==> src/rtl/spi_ee_pkg.sv <==
package spi_ee_pkg;

    typedef enum logic [2:0] {
        ST_OPC,
        ST_ADR,
        ST_RDAT,
        ST_WDAT,
        ST_SDAT,
        ST_RSTAT,
        ST_SKIP
    } ee_state_e;

    localparam logic [7:0] OP_WEN   = 8'h06;
    localparam logic [7:0] OP_WDIS  = 8'h04;
    localparam logic [7:0] OP_RSTAT = 8'h05;
    localparam logic [7:0] OP_WSTAT = 8'h01;
    localparam logic [7:0] OP_READ  = 8'h03;
    localparam logic [7:0] OP_WRITE = 8'h02;

    // Region fenced off by the two protect bits.
    function automatic logic in_prot(input logic [1:0] bp, input logic [31:0] a,
                                     input logic [31:0] size);
        case (bp)
            2'd0:    return 1'b0;
            2'd1:    return a >= (size - size / 4);
            2'd2:    return a >= (size / 2);
            default: return 1'b1;
        endcase
    endfunction

endpackage

==> src/rtl/spi_ee_sync.sv <==
module spi_ee_sync (
    input  logic clk,
    input  logic rst_n,
    input  logic sclk,
    input  logic mosi,
    input  logic cs_n,
    output logic sck_rise,
    output logic sck_fall,
    output logic mosi_s,
    output logic sel,
    output logic sel_end
);
    // bit 2 = sclk, bit 1 = mosi, bit 0 = cs_n
    logic [2:0] s1_q, s2_q, s3_q;

    always_ff @(posedge clk or negedge rst_n) begin
        if (!rst_n) begin
            s1_q <= 3'b001;
            s2_q <= 3'b001;
            s3_q <= 3'b001;
        end else begin
            s1_q <= {sclk, mosi, cs_n};
            s2_q <= s1_q;
            s3_q <= s2_q;
        end
    end

    assign sel      = ~s2_q[0];
    assign sel_end  = s2_q[0] & ~s3_q[0];
    assign sck_rise = sel & s2_q[2] & ~s3_q[2];
    assign sck_fall = sel & ~s2_q[2] & s3_q[2];
    assign mosi_s   = s2_q[1];

endmodule

==> src/rtl/spi_ee_busy.sv <==
module spi_ee_busy #(
    parameter int unsigned BUSY_CYCLES = 1000
) (
    input  logic clk,
    input  logic rst_n,
    input  logic start,
    output logic busy
);
    localparam int unsigned CW = $clog2(BUSY_CYCLES + 1);

    logic [CW-1:0] cnt_d, cnt_q;

    always_comb begin
        cnt_d = cnt_q;
        if (start)
            cnt_d = CW'(BUSY_CYCLES);
        else if (cnt_q != '0)
            cnt_d = cnt_q - CW'(1);
    end

    always_ff @(posedge clk or negedge rst_n) begin
        if (!rst_n) cnt_q <= '0;
        else        cnt_q <= cnt_d;
    end

    assign busy = (cnt_q != '0);

    // the decoder never starts a new programming window while one runs
    p_start_idle_r9: assert property (@(posedge clk) disable iff (!rst_n)
        start |-> !busy);

endmodule

==> src/rtl/spi_ee_mem.sv <==
module spi_ee_mem #(
    parameter int unsigned MEM_BYTES  = 256,
    parameter int unsigned PAGE_BYTES = 16
) (
    input  logic                       clk,
    input  logic                       rst_n,
    input  logic [$clog2(MEM_BYTES)-1:0] rd_addr,
    output logic [7:0]                 rd_data,
    input  logic                       wr_en,
    input  logic [$clog2(MEM_BYTES)-$clog2(PAGE_BYTES)-1:0] wr_page,
    input  logic [PAGE_BYTES-1:0]      slot_en,
    input  logic [PAGE_BYTES-1:0][7:0] slot_data
);
    localparam int unsigned AW = $clog2(MEM_BYTES);
    localparam int unsigned PW = $clog2(PAGE_BYTES);
    localparam int unsigned GW = AW - PW;

    logic [7:0] cells [MEM_BYTES];

    for (genvar j = 0; j < MEM_BYTES; j++) begin : g_cell
        localparam int unsigned SLOT = j % PAGE_BYTES;
        localparam logic [GW-1:0] PG = GW'(j / PAGE_BYTES);
        logic [7:0] byte_q;

        always_ff @(posedge clk or negedge rst_n) begin
            if (!rst_n)
                byte_q <= 8'h00;
            else if (wr_en && wr_page == PG && slot_en[SLOT])
                byte_q <= slot_data[SLOT];
        end

        assign cells[j] = byte_q;
    end

    assign rd_data = cells[rd_addr];

endmodule

==> src/rtl/spi_ee_resp.sv <==
module spi_ee_resp
    import spi_ee_pkg::*;
#(
    parameter int unsigned MEM_BYTES   = 256,
    parameter int unsigned PAGE_BYTES  = 16,
    parameter int unsigned ADDR_BYTES  = 1,
    parameter bit          OP_ADDR_BIT = 1'b0,
    parameter int unsigned BUSY_CYCLES = 1000
) (
    input  logic clk,
    input  logic rst_n,
    input  logic sclk,
    input  logic mosi,
    input  logic cs_n,
    input  logic wp_n,
    output logic miso
);
    localparam int unsigned AW  = $clog2(MEM_BYTES);
    localparam int unsigned PW  = $clog2(PAGE_BYTES);
    localparam int unsigned AB8 = 8 * ADDR_BYTES;

    typedef struct packed {
        ee_state_e                st;
        logic [2:0]               bitc;
        logic [7:0]               rx;
        logic [7:0]               tx;
        logic [1:0]               abyte;
        logic                     rd_cmd;
        logic                     xb;
        logic [AB8-1:0]           acc;
        logic [AW-1:0]            ptr;
        logic                     wel;
        logic [1:0]               bp;
        logic                     wpen;
        logic [7:0]               sstage;
        logic                     spend;
        logic [PAGE_BYTES-1:0]    vld;
        logic [PAGE_BYTES-1:0][7:0] pbuf;
    } ee_regs_t;

    ee_regs_t r_d, r_q;

    logic sck_rise, sck_fall, mosi_s, sel, sel_end;
    logic busy, start, mem_we;
    logic [7:0] byte_in, op_m, rd_data, stat_now;
    logic [AB8-1:0] acc_in;
    logic [AW-1:0] tgt, rd_addr;
    logic [PW-1:0] slot, slot_nx;
    logic [PAGE_BYTES-1:0] prot_m;

    spi_ee_sync u_sync (
        .clk(clk), .rst_n(rst_n), .sclk(sclk), .mosi(mosi), .cs_n(cs_n),
        .sck_rise(sck_rise), .sck_fall(sck_fall), .mosi_s(mosi_s),
        .sel(sel), .sel_end(sel_end)
    );

    spi_ee_busy #(.BUSY_CYCLES(BUSY_CYCLES)) u_busy (
        .clk(clk), .rst_n(rst_n), .start(start), .busy(busy)
    );

    spi_ee_mem #(.MEM_BYTES(MEM_BYTES), .PAGE_BYTES(PAGE_BYTES)) u_mem (
        .clk(clk), .rst_n(rst_n), .rd_addr(rd_addr), .rd_data(rd_data),
        .wr_en(mem_we), .wr_page(r_q.ptr[AW-1:PW]),
        .slot_en(r_q.vld & ~prot_m), .slot_data(r_q.pbuf)
    );

    // Values the decoder needs on the completing edge of a byte
    assign byte_in  = {r_q.rx[6:0], mosi_s};
    assign acc_in   = AB8'({r_q.acc, byte_in});
    assign tgt      = AW'({r_q.xb, acc_in});
    assign rd_addr  = (r_q.st == ST_ADR) ? tgt : r_q.ptr;
    assign slot     = r_q.ptr[PW-1:0];
    assign slot_nx  = slot + PW'(1);
    assign stat_now = {r_q.wpen, 3'b000, r_q.bp, r_q.wel, busy};

    always_comb begin
        for (int s = 0; s < PAGE_BYTES; s++)
            prot_m[s] = in_prot(r_q.bp, 32'({r_q.ptr[AW-1:PW], PW'(s)}), 32'(MEM_BYTES));
    end

    always_comb begin
        r_d    = r_q;
        start  = 1'b0;
        mem_we = 1'b0;
        op_m   = byte_in;
        if (OP_ADDR_BIT) op_m[3] = 1'b0;

        if (!sel) begin
            r_d.st   = ST_OPC;
            r_d.bitc = '0;
            if (sel_end) begin
                if (r_q.st == ST_WDAT && |r_q.vld) begin
                    mem_we  = 1'b1;
                    start   = 1'b1;
                    r_d.wel = 1'b0;
                    r_d.vld = '0;
                end
                if (r_q.st == ST_SDAT && r_q.spend) begin
                    r_d.bp    = r_q.sstage[3:2];
                    r_d.wpen  = r_q.sstage[7];
                    r_d.spend = 1'b0;
                    r_d.wel   = 1'b0;
                    start     = 1'b1;
                end
            end
        end else begin
            if (sck_fall && r_q.bitc != '0)
                r_d.tx = {r_q.tx[6:0], 1'b0};
            if (sck_rise) begin
                r_d.rx   = byte_in;
                r_d.bitc = r_q.bitc + 3'd1;
                if (r_q.bitc == 3'd7) begin
                    unique case (r_q.st)
                        ST_OPC: begin
                            r_d.st = ST_SKIP;
                            r_d.xb = OP_ADDR_BIT ? byte_in[3] : 1'b0;
                            if (!busy || op_m == OP_RSTAT) begin
                                case (op_m)
                                    OP_WEN:   r_d.wel = 1'b1;
                                    OP_WDIS:  r_d.wel = 1'b0;
                                    OP_RSTAT: begin
                                        r_d.tx = stat_now;
                                        r_d.st = ST_RSTAT;
                                    end
                                    OP_WSTAT: if (r_q.wel && !(!wp_n && r_q.wpen)) begin
                                        r_d.st    = ST_SDAT;
                                        r_d.spend = 1'b0;
                                    end
                                    OP_READ, OP_WRITE: if (op_m == OP_READ || r_q.wel) begin
                                        r_d.st     = ST_ADR;
                                        r_d.rd_cmd = (op_m == OP_READ);
                                        r_d.abyte  = '0;
                                        r_d.acc    = '0;
                                        r_d.vld    = '0;
                                    end
                                    default: ;
                                endcase
                            end
                        end
                        ST_ADR: begin
                            r_d.acc = acc_in;
                            if (r_q.abyte == 2'(ADDR_BYTES - 1)) begin
                                if (r_q.rd_cmd) begin
                                    r_d.tx  = rd_data;
                                    r_d.ptr = tgt + AW'(1);
                                    r_d.st  = ST_RDAT;
                                end else begin
                                    r_d.ptr = tgt;
                                    r_d.st  = ST_WDAT;
                                end
                            end else begin
                                r_d.abyte = r_q.abyte + 2'd1;
                            end
                        end
                        ST_RDAT: begin
                            r_d.tx  = rd_data;
                            r_d.ptr = r_q.ptr + AW'(1);
                        end
                        ST_WDAT: begin
                            r_d.pbuf[slot] = byte_in;
                            r_d.vld[slot]  = 1'b1;
                            r_d.ptr        = {r_q.ptr[AW-1:PW], slot_nx};
                        end
                        ST_SDAT: begin
                            r_d.sstage = byte_in;
                            r_d.spend  = 1'b1;
                        end
                        ST_RSTAT: r_d.tx = stat_now;
                        default: ;
                    endcase
                end
            end
        end
    end

    always_ff @(posedge clk or negedge rst_n) begin
        if (!rst_n) begin
            r_q    <= '0;
            r_q.st <= ST_OPC;
        end else begin
            r_q <= r_d;
        end
    end

    assign miso = sel & r_q.tx[7];

    // nothing commits unless the latch was set
    p_wel_gate_r5: assert property (@(posedge clk) disable iff (!rst_n)
        start |-> r_q.wel);

    // latch is clear right after a commit
    p_wel_clear_r6: assert property (@(posedge clk) disable iff (!rst_n)
        start |=> !r_q.wel);

    // the array is never written during a programming window
    p_busy_quiet_r9: assert property (@(posedge clk) disable iff (!rst_n)
        busy |-> !mem_we);

    // a frame ends when chip select is released
    p_frame_end_r4: assert property (@(posedge clk) disable iff (!rst_n)
        !sel |=> (r_q.st == ST_OPC && r_q.bitc == 3'd0));

endmodule

==> config.mk <==
export PLATFORM = sky130hd
export DESIGN_NAME = spi_ee_resp
export DESIGN_NICKNAME = d
export VERILOG_FILES = /design/src/rtl/spi_ee_pkg.sv /design/src/rtl/spi_ee_sync.sv /design/src/rtl/spi_ee_busy.sv /design/src/rtl/spi_ee_mem.sv /design/src/rtl/spi_ee_resp.sv
export SDC_FILE = /design/constraint.sdc
export NUM_CORES = 2
export LEC_CHECK = 0
export ABC_AREA = 1
export BUFFER_PORTS_ARGS = -buffer_cell sky130_fd_sc_hd__buf_4
export CAP_MARGIN = 20
export CORE_ASPECT_RATIO = 1.4
export CORE_MARGIN = 2
export CORE_UTILIZATION = 38
export CTS_CLUSTER_DIAMETER = 80
export DETAILED_ROUTE_END_ITERATION = 12
export GPL_TIMING_DRIVEN = 1
export PLACE_DENSITY = 0.49
export SLEW_MARGIN = 20
export SYNTH_ARGS = -nofsm -noshare
export SYNTH_HDL_FRONTEND = slang
export SYNTH_SLANG_ARGS = --single-unit
==> constraint.sdc <==
create_clock -name clk -period 4.6 [get_ports clk]
set_input_delay 0.69 -clock clk [delete_from_list [all_inputs] [get_ports clk]]
set_output_delay 0.69 -clock clk [all_outputs]
set_load 0.03 [all_outputs]
==> flow_summary.toml <==
[synthesis]
ys_top_cells_by_count = "nand2_1 (4550), dfrtp_1 (2247), o21ai_0 (2230)"
netlist_top_cells_area = "dfrtp_1 (55%), nand2_1 (17%), o21ai_0 (11%)"
synth_largest_area_cell = "dfrtp_1"
synth_area_per_cell_um2 = 8.12
synth_top_flop_cell = "dfrtp_1"
synth_edf_count = 0
synth-seq-area-share_pct = 55.4
synth_area_um2 = 102000
yosys.cell_types.count = 47
synth_top_area_share_pct = 55.3
syn_inst = 12500
ys_ff_latch = 2250
yosysMostFrequentCell = "nand2_1"
synth_nets = 12500
async_reset_ff_share_pct = 100
yosysWarnings = 0

[hold_path]
hold_class = "in -> async"

[cells_and_area]
fin_util_pct = 42.8
seqCellArea_um2 = 56300
drive_gt1_share_pct = 6.90
multi_input_area_um2 = 40400
area_delta_synth_final_pct = 12.1
fill_cells = 26800
final_nets = 12300

[sta]
relSlewSlack_pct = 26.6
worstMarginPinSlew_ns = 1.10
fmax_mhz = 221
whs_ns = 0.386
setup_viol = 0
slew_viol_final = 0
hold_viol = 0
finalWorstPathRequiredPeriod_ns = 4.53
skew_ns = 0.0638
rsz0062_at_grt = "false"
finalSetupTns_ns = 0
fin_crit_sh_pct = 98.4

[routing]
routed_wirelength_mm = 477
routedWlPerCell_um = 29.9
vias_per_cell = 5.77
drtIter0Drc = 11800
vias = 92000
dr.pass1.iters = 9
drc = 0
ant_nets = 0

[global_route]
grt_pass1_wl_mm = 674
grt_max_degree = 151
grt_overflow = 0
antenna_found_initial = 35
grt_pass1_vias = 87400
grt_usage_pct = 34.7

[floorplanning]
dieArea_um2 = 272000
fp.dieW_um = 441
die_h_um = 616
coreArea_um2 = 266000
rows = 224
start_util_pct = 38.2
ios = 7

[clocking]
cts_setup_buffers = 0
cts_tree = "done"
numCtsBuffers = 239
cts_sinks = 2250
post_cts_resized = 0
clk_latency_ns = 0.94
cts_root_buffer = "clkbuf_16"
cts.clk_slew.worst_paths_ns = 0.07
cts_max_path_buffers = 4
cts_max_level = 4

[run_status]
status = "completed"

[setup_path]
reg2reg_depth = 16
crit_type = "reg -> reg"
required_ns = 5.43
end_kind = "flop"
crit_arrival_ns = 5.36
critPathLaunchType = "flop"
critical_path.max_fanout = 61
r2r_slack_ns = 0.07

[placed_design]
gp_congestion = 0.996
post-dp-hpwl_mm = 316
port_buffers = 6

[power_and_ir_drop]
pwr_density_cell_nw_per_um2 = 364
peakVddDrop_mv = 0.300
power.leakage_nw = 48.2

[flow_run]
cap_violations = 0
-- layout by cell type (no fill, tap or decap), drive strengths merged, types with 2 or more instances in the layout --
| cell type | count |
|---|---|
| nand2 | 4558 |
| o21ai | 2258 |
| dfrtp | 2247 |
| nand3 | 2105 |
| buf | 377 |
| clkbuf | 371 |
| inv | 214 |
| nor2 | 88 |
| clkinv | 65 |
| diode | 24 |
| a21oi | 21 |
| bufinv | 21 |
| or2 | 20 |
| ha | 13 |
| nor3 | 10 |
| o211ai | 7 |
| nor4 | 7 |
| o31ai | 6 |
| a31oi | 5 |
| nand4 | 4 |
| a211oi | 4 |
| clkinvlp | 4 |
| dlygate4sd3 | 4 |
| dfstp | 3 |
| xor2 | 2 |
| a22oi | 2 |
| a2111oi | 2 |
-- area by class of cell --
cell class / count / share of cell area, %
multi-input cells: 9121 / 35.5
diodes: 24 / 0.0527
clock inverters: 63 / 0.783
inverters: 241 / 0.803
repair buffers: 381 / 3.27
well taps: 3503 / 3.85
clock buffers: 371 / 6.36
flip-flops and latches: 2250 / 49.4
-- state kept, by name (all words and copies together) (netlist names), named ones only --
signal / cells
acc_in: 7
r_q: 49
u_busy.cnt_q: 10
u_mem.g_cell.byte_q: 2048
u_sync.s1_q: 3
u_sync.s2_q: 3
u_sync.s3_q: 2
-- repair_timing --
action	in CTS	in global routing
hold buffers	4	0
endpoints found under the setup margin	0	0
endpoints found under the hold margin	62	0
-- metrics by stage --
stage	worst slack, ns	power, W	cell area, um2	std cells
after CTS	0.262	0.0417	114000	15900
final	0.0738	0.0415	114000	16000
after global placement	0.203	0.0213	106000	15500
after floorplan	1.87	0.0206	102000	12500
after detailed placement	0.289	0.0213	106000	15500
after global routing	0.0172	0.0426	114000	15900
-- critical path: stages (launching register included) --
cell	delay, ns
dfrtp_1	0.47
nor2_4	0.23
nand2_4	0.25
o21ai_4	0.88
buf_12	0.40
buf_4	0.38
nand3_1	0.13
nand3_1	0.13
nand3_1	0.29
nand3_1	0.18
nand3_1	0.18
nand3_1	0.35
nand3_1	0.14
nand3_1	0.13
nand2_1	0.07
nand2_1	0.08
nand2_1	0.06
-- per-layer routing --
metal | GRT usage, % | vias up | share of wire (%)
li1 | - | 40800 | -
met1 | 42.7 | 45500 | 38
met2 | 55.2 | 4523 | 46
met3 | 6.42 | 1229 | 7.8
met4 | 23.6 | 4 | 8.0
met5 | 0 | - | 0.0048
-- where the power goes --
group	total [W]	switching (W)	internal, W
logic	0.000974	0.000798	0.000175
clock network	0.0206	0.00864	0.0119
registers	0.0199	0.0000805	0.0199
-- worst paths after layout --
path,start,end
worst max-delay path,r_q[198],r_q[180]
worst min register to register,u_sync.s1_q[0],u_sync.s2_q[0]
worst max register to register,r_q[198],r_q[180]
min in group clk,u_sync.s1_q[0],u_sync.s2_q[0]
worst min-delay path,rst_n,u_mem.g_cell[152].byte_q[1]
max in group asynchronous,rst_n,u_mem.g_cell[133].byte_q[6]
-- logic make-up (layout without fill, tap and decap cells) --
| logic type | count (synthesis) | in the layout | share of synthesized area (%) |
|---|---|---|---|
| compound gates | 2310 | 2310 | 11.5 |
| xor+xnor | 3 | 3 | 0.0258 |
| fa+ha+maj | 13 | 13 | 0.160 |
| buf+inv | 1146 | 1056 | 5.04 |
| flops | 2250 | 2250 | 55.4 |
| other cells | 0 | 24 | 0 |
| simple gates | 6795 | 6795 | 27.9 |
(Power assumes the default switching activity.)
